### src/rtl/twi_target_pkg.sv
package twi_target_pkg;

    localparam int BYTE_W  = 8;
    localparam int STRAP_W = 3;
    localparam int CODE_W  = 4;
    localparam int CNT_W   = $clog2(BYTE_W) + 1;

    localparam logic [CODE_W-1:0] DEV_CODE = 4'b1010;

    typedef enum logic [2:0] {
        ST_IDLE,
        ST_ADDR,
        ST_ADDR_ACK,
        ST_WR_DATA,
        ST_WR_ACK,
        ST_RD_DATA,
        ST_RD_ACK,
        ST_WAIT_STOP
    } tgt_state_t;

    // One synchronized bus line with its edge information.
    typedef struct packed {
        logic level;
        logic prev;
        logic rise;
        logic fall;
    } line_t;

    function automatic logic addr_match(input logic [BYTE_W-1:0] b,
                                        input logic [STRAP_W-1:0] s);
        return (b[BYTE_W-1 -: CODE_W] == DEV_CODE) &&
               (b[BYTE_W-1-CODE_W -: STRAP_W] == s);
    endfunction

endpackage

### src/rtl/twi_line_sync.sv
module twi_line_sync
    import twi_target_pkg::*;
#(
    parameter int STAGES = 2
) (
    input  logic  clk,
    input  logic  rst,
    input  logic  din,
    output line_t ln
);

    logic [STAGES-1:0] chain;
    logic              prev;

    // The idle bus level is high, so reset to ones.
    always_ff @(posedge clk) begin
        if (rst) begin
            chain <= '1;
            prev  <= 1'b1;
        end else begin
            chain <= {chain[STAGES-2:0], din};
            prev  <= chain[STAGES-1];
        end
    end

    always_comb begin
        ln.level = chain[STAGES-1];
        ln.prev  = prev;
        ln.rise  = chain[STAGES-1] & ~prev;
        ln.fall  = ~chain[STAGES-1] & prev;
    end

endmodule

### src/rtl/twi_target_fsm.sv
module twi_target_fsm
    import twi_target_pkg::*;
(
    input  logic               clk,
    input  logic               rst,
    input  line_t              scl,
    input  line_t              sda,
    input  logic [STRAP_W-1:0] strap_i,
    input  logic               busy_i,
    input  logic [BYTE_W-1:0]  tx_byte_i,
    output logic               sda_oe_o,
    output logic               start_o,
    output logic               stop_o,
    output logic               addr_hit_o,
    output logic               rd_o,
    output logic               rx_valid_o,
    output logic [BYTE_W-1:0]  rx_byte_o,
    output logic               tx_load_o,
    output logic               mack_valid_o,
    output logic               mack_o
);

    localparam logic [CNT_W-1:0] FULL = CNT_W'(BYTE_W);
    localparam logic [CNT_W-1:0] LAST = CNT_W'(BYTE_W - 1);

    tgt_state_t        state;
    logic [CNT_W-1:0]  cnt;
    logic [BYTE_W-1:0] sr;
    logic              start_c;
    logic              stop_c;

    // A change of SDA while SCL stays high is always a bus condition.
    assign start_c = scl.level & scl.prev & sda.fall;
    assign stop_c  = scl.level & scl.prev & sda.rise;

    always_ff @(posedge clk) begin
        if (rst) begin
            state        <= ST_IDLE;
            cnt          <= '0;
            sr           <= '0;
            sda_oe_o     <= 1'b0;
            start_o      <= 1'b0;
            stop_o       <= 1'b0;
            addr_hit_o   <= 1'b0;
            rd_o         <= 1'b0;
            rx_valid_o   <= 1'b0;
            rx_byte_o    <= '0;
            tx_load_o    <= 1'b0;
            mack_valid_o <= 1'b0;
            mack_o       <= 1'b0;
        end else begin
            start_o      <= 1'b0;
            stop_o       <= 1'b0;
            addr_hit_o   <= 1'b0;
            rx_valid_o   <= 1'b0;
            tx_load_o    <= 1'b0;
            mack_valid_o <= 1'b0;
            if (start_c) begin
                state    <= ST_ADDR;
                cnt      <= '0;
                sda_oe_o <= 1'b0;
                start_o  <= 1'b1;
            end else if (stop_c) begin
                state    <= ST_IDLE;
                sda_oe_o <= 1'b0;
                stop_o   <= 1'b1;
            end else begin
                case (state)
                    ST_ADDR, ST_WR_DATA: begin
                        if (scl.rise && cnt != FULL) begin
                            sr  <= {sr[BYTE_W-2:0], sda.level};
                            cnt <= cnt + 1'b1;
                        end else if (scl.fall && cnt == FULL) begin
                            cnt <= '0;
                            if (state == ST_ADDR) begin
                                if (addr_match(sr, strap_i) && !busy_i) begin
                                    state      <= ST_ADDR_ACK;
                                    sda_oe_o   <= 1'b1;
                                    rd_o       <= sr[0];
                                    addr_hit_o <= 1'b1;
                                end else begin
                                    state <= ST_IDLE;
                                end
                            end else begin
                                state      <= ST_WR_ACK;
                                sda_oe_o   <= 1'b1;
                                rx_valid_o <= 1'b1;
                                rx_byte_o  <= sr;
                            end
                        end
                    end
                    ST_ADDR_ACK: begin
                        if (scl.fall) begin
                            if (rd_o) begin
                                state     <= ST_RD_DATA;
                                sr        <= tx_byte_i;
                                sda_oe_o  <= ~tx_byte_i[BYTE_W-1];
                                tx_load_o <= 1'b1;
                                cnt       <= '0;
                            end else begin
                                state    <= ST_WR_DATA;
                                sda_oe_o <= 1'b0;
                            end
                        end
                    end
                    ST_WR_ACK: begin
                        if (scl.fall) begin
                            state    <= ST_WR_DATA;
                            sda_oe_o <= 1'b0;
                        end
                    end
                    ST_RD_DATA: begin
                        if (scl.fall) begin
                            if (cnt == LAST) begin
                                state    <= ST_RD_ACK;
                                sda_oe_o <= 1'b0;
                                cnt      <= '0;
                            end else begin
                                cnt      <= cnt + 1'b1;
                                sr       <= {sr[BYTE_W-2:0], 1'b0};
                                sda_oe_o <= ~sr[BYTE_W-2];
                            end
                        end
                    end
                    ST_RD_ACK: begin
                        if (scl.rise) begin
                            mack_o       <= ~sda.level;
                            mack_valid_o <= 1'b1;
                        end else if (scl.fall) begin
                            if (mack_o) begin
                                state     <= ST_RD_DATA;
                                sr        <= tx_byte_i;
                                sda_oe_o  <= ~tx_byte_i[BYTE_W-1];
                                tx_load_o <= 1'b1;
                                cnt       <= '0;
                            end else begin
                                state <= ST_WAIT_STOP;
                            end
                        end
                    end
                    default: ;
                endcase
            end
        end
    end

endmodule

### src/rtl/twi_target.sv
module twi_target
    import twi_target_pkg::*;
#(
    parameter int SYNC_STAGES = 2
) (
    input  logic               clk,
    input  logic               rst,
    input  logic               scl_i,
    input  logic               sda_i,
    input  logic [STRAP_W-1:0] strap_i,
    input  logic               busy_i,
    input  logic [BYTE_W-1:0]  tx_byte_i,
    output logic               sda_oe_o,
    output logic               start_o,
    output logic               stop_o,
    output logic               addr_hit_o,
    output logic               rd_o,
    output logic               rx_valid_o,
    output logic [BYTE_W-1:0]  rx_byte_o,
    output logic               tx_load_o,
    output logic               mack_valid_o,
    output logic               mack_o
);

    localparam int N_LINES = 2;

    logic [N_LINES-1:0] raw_lines;
    line_t              ln_q [N_LINES];
    line_t              scl_ln;
    line_t              sda_ln;

    assign raw_lines = {sda_i, scl_i};

    for (genvar g = 0; g < N_LINES; g++) begin : g_sync
        twi_line_sync #(.STAGES(SYNC_STAGES)) u_sync (
            .clk (clk),
            .rst (rst),
            .din (raw_lines[g]),
            .ln  (ln_q[g])
        );
    end

    assign scl_ln = ln_q[0];
    assign sda_ln = ln_q[1];

    twi_target_fsm u_fsm (
        .clk          (clk),
        .rst          (rst),
        .scl          (scl_ln),
        .sda          (sda_ln),
        .strap_i      (strap_i),
        .busy_i       (busy_i),
        .tx_byte_i    (tx_byte_i),
        .sda_oe_o     (sda_oe_o),
        .start_o      (start_o),
        .stop_o       (stop_o),
        .addr_hit_o   (addr_hit_o),
        .rd_o         (rd_o),
        .rx_valid_o   (rx_valid_o),
        .rx_byte_o    (rx_byte_o),
        .tx_load_o    (tx_load_o),
        .mack_valid_o (mack_valid_o),
        .mack_o       (mack_o)
    );

endmodule

### config.mk
export PLATFORM = sky130hd
export DESIGN_NAME = twi_target
export DESIGN_NICKNAME = d
export VERILOG_FILES = /design/src/rtl/twi_target_pkg.sv /design/src/rtl/twi_line_sync.sv /design/src/rtl/twi_target_fsm.sv /design/src/rtl/twi_target.sv
export SDC_FILE = /design/constraint.sdc
export NUM_CORES = 1
export LEC_CHECK = 0
export CAP_MARGIN = 10
export CORE_AREA = 2 2 74 94
export CTS_CLUSTER_SIZE = 24
export DETAILED_ROUTE_END_ITERATION = 10
export DIE_AREA = 0 0 76 96
export PLACE_DENSITY = 0.58
export SLEW_MARGIN = 20
export SYNTH_ARGS = -nofsm -noshare
export SYNTH_HDL_FRONTEND = slang
export SYNTH_HIERARCHICAL = 1
export SYNTH_SLANG_ARGS = --single-unit
### constraint.sdc
create_clock -name clk -period 1.7 [get_ports clk]
set_input_delay 0.17 -clock clk [delete_from_list [all_inputs] [get_ports clk]]
set_output_delay 0.17 -clock clk [all_outputs]
set_load 0.1 [all_outputs]
; ---- After elaboration in Yosys (flattened, before gate mapping)
; Index checks and enable logic that the tools add are counted.
[word_totals]
out_inout_bits = 17
elab_cells = 152
latch_bits = 0
input_bits = 16
ramBits = 0
rom_bits = 0
n_memories = 0
regBits = 38
[op_classes]
eq_ne = 33
n_mul = 0
shifts = 0
magnitude_cmp = 0
n_addsub = 1
n_reduce_logical = 22
bitwise_logic = 20
mux = 58
div = 0
[op_table]
columns = op, count
row1 = 8-bit two-way mux, 8
row2 = 4-bit two-way mux, 9
row3 = 8-bit one-hot mux with 4 select lines, 1
row4 = 3-bit two-way mux, 10
row5 = 9-bit AND reduction, 3
row6 = 1-bit two-way mux, 24
row7 = 4-bit by 1-bit inequality test with 1-bit output (second input constant), 6
row8 = 2-bit by 1-bit inequality test with 1-bit output (second input constant), 9
row9 = 4-bit one-hot mux with 4 select lines, 1
row10 = 3-bit one-hot mux with 5 select lines, 1
row11 = 1-bit inverter, 13
row12 = 11-bit AND reduction, 1
row13 = 10-bit AND reduction, 1
row14 = 3-bit equality test (second input constant), 3
row15 = 4-bit equality test (second input constant), 2
row16 = 4-bit inequality test (second input constant), 2
row17 = 1-bit AND, 7
row18 = 7-bit AND reduction, 1
row19 = 7-bit nonzero test, 1
row20 = 7-bit OR reduction, 1
row21 = 3-bit by 2-bit equality test with 1-bit output (second input constant), 2
row22 = 2-bit inequality test (second input constant), 3
row23 = 6-bit AND reduction, 1
row24 = 6-bit OR reduction, 1
row25 = 18 further kinds, 23

; ---- Longest topological paths before layout
[depth]
depth_word = 10
mapped_depth = 8
depth_no_buf = 7

; ---- Modules after synthesis
; The synthesis kept the hierarchy.
[by_module_without_submodules]
columns = mod, n_inst, area_per_inst_um2, seq_area_each_um2, cells_per_inst
row1 = twi_target_fsm, 1, 1670.4, 640.6, 195
row2 = twi_line_sync, 2, 107.6, 60.1, 10

; ---- Least setup slack after synthesis
; Ideal clock, no wire load.
[synth_path]
path_type = register to register
from = reg u_fsm.mack_o
to = reg u_fsm.sr[6]
path_buffers = 1
required_ns = 1.612
path_slack_ns = -0.547
setup_ns = 0.088
stages_incl_launch_ff = 7
synth_period_minus_slack_ns = 2.247
t_arrival_ns = 2.159
cell_sequence = dfxtp_1 -> nor2b_1 -> o211ai_4 -> a211oi_4 -> buf_6 -> nor2_1 -> a311oi_2
[synth_between]
elab_chain_len = 2
[synth_lines]
columns = item, line
row1 = "start, declared", twi_target_fsm.sv:20  ; output logic mack_o
row2 = "start signal, assigned", twi_target_fsm.sv:127  ; mack_o <= ~sda.level;
row3 = 2-bit by 1-bit inequality test with 1-bit output (no line), -
row4 = 11-bit AND reduction (no line), -
row5 = "end signal, assigned", twi_target_fsm.sv:71  ; sr <= {sr[BYTE_W-2:0], sda.level};
row6 = "end signal, assigned", twi_target_fsm.sv:96  ; sr <= tx_byte_i;
row7 = "end signal, assigned", twi_target_fsm.sv:120  ; sr <= {sr[BYTE_W-2:0], 1'b0};
row8 = "end, declared", twi_target_fsm.sv:28  ; logic [BYTE_W-1:0] sr;
; No other way between the ends.
; A chain may end at the register's enable or synchronous reset.

==> impl_summary.log <==
[metrics] total count of hold-check failures in the final report: 0
[metrics] accumulated negative setup slack: 0 ps
[metrics] worst hold margin: 404 ps
[metrics] First-pass DRT Iterations: 4
[metrics] via count of the first global-routing pass: 1744
[metrics] peak per-stage delay on the critical path: 330 ps
[metrics] capture point of the worst path: u_fsm/sr[5]$_SDFFE_PP0P_
[metrics] half-perimeter wire length after placement: 3520 um
[metrics] hold buffer count at CTS: 0
[metrics] beginning of the critical path: g_sync[0].u_sync/chain[1]$_SDFF_PP1_
[metrics] initial antenna violation count: 0
[metrics] Setup-failing EPs final: 0
[metrics] data arrival time of the critical path: 1870 ps
[metrics] tightest slew margin relative to the limit: 76.8%
[metrics] number of DRC violations after detailed-routing iteration 0: 135
[metrics] actual transition at the worst max-transition pin: 344 ps
[metrics] clock root buffer: clkbuf_8
[metrics] Max Clock Freq: 592 MHz
[metrics] floorplan row count: 33
[metrics] Yosys warning total: 6
[metrics] worst ir drop on vdd: 0.309 mV
[metrics] clock tree from TritonCTS: done
[metrics] maximum count of clock buffers along a single path: 2
[metrics] Reg2Reg Launch Point: g_sync[0].u_sync/chain[1]$_SDFF_PP1_
[metrics] H-tree levels: 2
[metrics] kind of end point of the critical path: register
[metrics] ordered list of cells on the worst path: and2b_2, o21a_1, o211ai_4, a211oi_4, buf_4, clkbuf_16, a311oi_2
[metrics] Data required, critical path: 1870 ps
[metrics] Sink Count: 38
[metrics] count of port buffers added during placement: 32
[metrics] shortest clock period the worst path allows after layout: 1690 ps
[metrics] routability-driven placement congestion ratio: 0.870
[metrics] worst reg2reg endpoint: u_fsm/sr[5]$_SDFFE_PP0P_
[metrics] vias post-DR: 1706
[metrics] number of max-cap violations: 0
[metrics] area of the placeable core: 0.00640 mm^2
[metrics] Worst Setup Path Type: reg -> reg
[metrics] wire length of the first global-routing pass: 8070 um
[metrics] Clk Latency, worst-skew pair: 290 ps
[metrics] cts bufs inserted: 5
[metrics] cell count of the worst reg-to-reg path: 7
[metrics] Congestion Overflow GR: 0
[metrics] R2R Setup Slk: 9 ps
[metrics] worst-case setup slack after placement: -53.4 ps
[metrics] category of the worst setup path launch point: register
[metrics] non-filler cells in the finished layout: 357
[metrics] Total Die Area: 0.00730 mm^2
[metrics] total standard cell area after synthesis: 0.00188 mm^2
[metrics] register clock-pin slew on the reported worst setup and hold paths: 80 ps
[metrics] All-Layer GR Usage: 13.9%
[metrics] PD cells: 668 mW/mm^2
[metrics] share of final-layout standard cells stronger than drive strength 1: 31.1%
[metrics] result of the run: completed
[metrics] post-route antenna net violation count: 0
[metrics] average detailed-routed wire length per instance: 13.4 um
[metrics] clk_skew: 6.59 ps
[metrics] number of standard cells after synthesis: 214
[metrics] n_diodes: 0
[metrics] total routed wirelength: 4770 um
[metrics] Max Slew Vio Count: 0
[metrics] path category of the worst min-delay check: reg -> reg
[metrics] initial standard-cell utilization of the core: 29.3%
[metrics] ports placed on the boundary: 33
[metrics] setup repair after global routing missed its margin: yes
[metrics] count of nets after finishing: 287
[metrics] commonest non-fill, non-tap cell in the layout: buf_4
[metrics] nets in the synthesized netlist: 232
[metrics] detailed-route DRC error count: 0
[metrics] Area Growth Syn to Fin: 41.7%
[metrics] Horiz. Die Dim: 76 um
[metrics] CP Max Fanout: 7
[metrics] detailed-route vias per instance: 4.78
[metrics] top library cells by usage in the layout, fill and taps aside: buf_4, dfxtp_1, nor2_1
[metrics] leakage power: 0.00104 uW
[metrics] dpl cells: 346
[metrics] largest net degree at the start of global routing: 20
[metrics] die span in y: 96 um
[metrics] cell at the slowest stage of the critical path: dfxtp_2
[metrics] period utilisation layout: 99.4%
[metrics] smallest setup slack after layout: 9.46 ps
[metrics] Syn Area/Cell: 8.78 um^2
==> state kept, by name (all words and copies together), names as in the netlist, 2 cells and up <==
register / count
u_fsm/sr: 8
u_fsm/rx_byte_o: 8
u_fsm/cnt: 4
g_sync.u_sync/chain: 4
g_sync.u_sync/prev: 2
u_fsm/state: 3
==> report_power, final <==
group | internal [uW] | switching (uW) | total (uW)
Combinational | 109 | 95.8 | 205
Sequential | 906 | 16.2 | 922
Clock | 328 | 323 | 651
Total | 1340 | 435 | 1780
==> metrics by stage <==
step,cell area (um^2),total power (uW),utilization [%]
3_3_place_gp,2440,1130,38.1
4_1_cts,2540,1780,39.7
3_5_place_dp,2440,1130,38.1
2_1_floorplan,1900,1040,-
5_1_grt,2660,1860,41.6
6_report,2660,1780,41.6
==> routing by layer <==
metal  vias up  global-route usage, %  part of all wire [%]
li1        856                      -                     -
met1       809                   14.0                    41
met2        36                   26.7                    52
met3         5                   4.03                   5.3
met4         0                   6.36                   1.3
met5         -                      0                     0
==> critical path, delay by kind of cell (launching register included) <==
| kind | cells | cell delay, ps |
|---|---|---|
| flops | 1 | 330 |
| buf+inv | 2 | 320 |
| compound gates | 4 | 660 |
| simple gates | 1 | 260 |
==> cell type report <==
type / count / area, um^2
inverter: 6 / 22.5
clock buffer: 7 / 86.3
multi-input combinational: 157 / 1100
tap: 87 / 109
clock inverter: 1 / 5.00
timing repair buffer: 61 / 567
fill: 662 / 3740
sequential: 38 / 774
==> how the worst min path moves through the flow <==
stage | cells past startpoint | from | slack [ps] | to
2_1_floorplan | 1 | rst | 270 | g_sync[0].u_sync/chain[0]$_SDFF_PP1_
3_3_place_gp | 1 | g_sync[1].u_sync/chain[0]$_SDFF_PP1_ | 380 | g_sync[1].u_sync/chain[1]$_SDFF_PP1_
3_5_place_dp | 1 | g_sync[1].u_sync/chain[0]$_SDFF_PP1_ | 390 | g_sync[1].u_sync/chain[1]$_SDFF_PP1_
4_1_cts | 1 | g_sync[1].u_sync/chain[0]$_SDFF_PP1_ | 410 | g_sync[1].u_sync/chain[1]$_SDFF_PP1_
5_1_grt | 2 | sda_i | 430 | g_sync[1].u_sync/chain[0]$_SDFF_PP1_
6_report | 1 | g_sync[1].u_sync/chain[0]$_SDFF_PP1_ | 400 | g_sync[1].u_sync/chain[1]$_SDFF_PP1_
==> repair_timing <==
item                                    4_1_cts  5_1_grt
pin swaps                                     0       16
buffers inserted                              0        2
gates resized for setup                       4       19
gates cloned                                  0        1
endpoints found under the setup margin       20       25
Power figures use the tool's default switching activity.
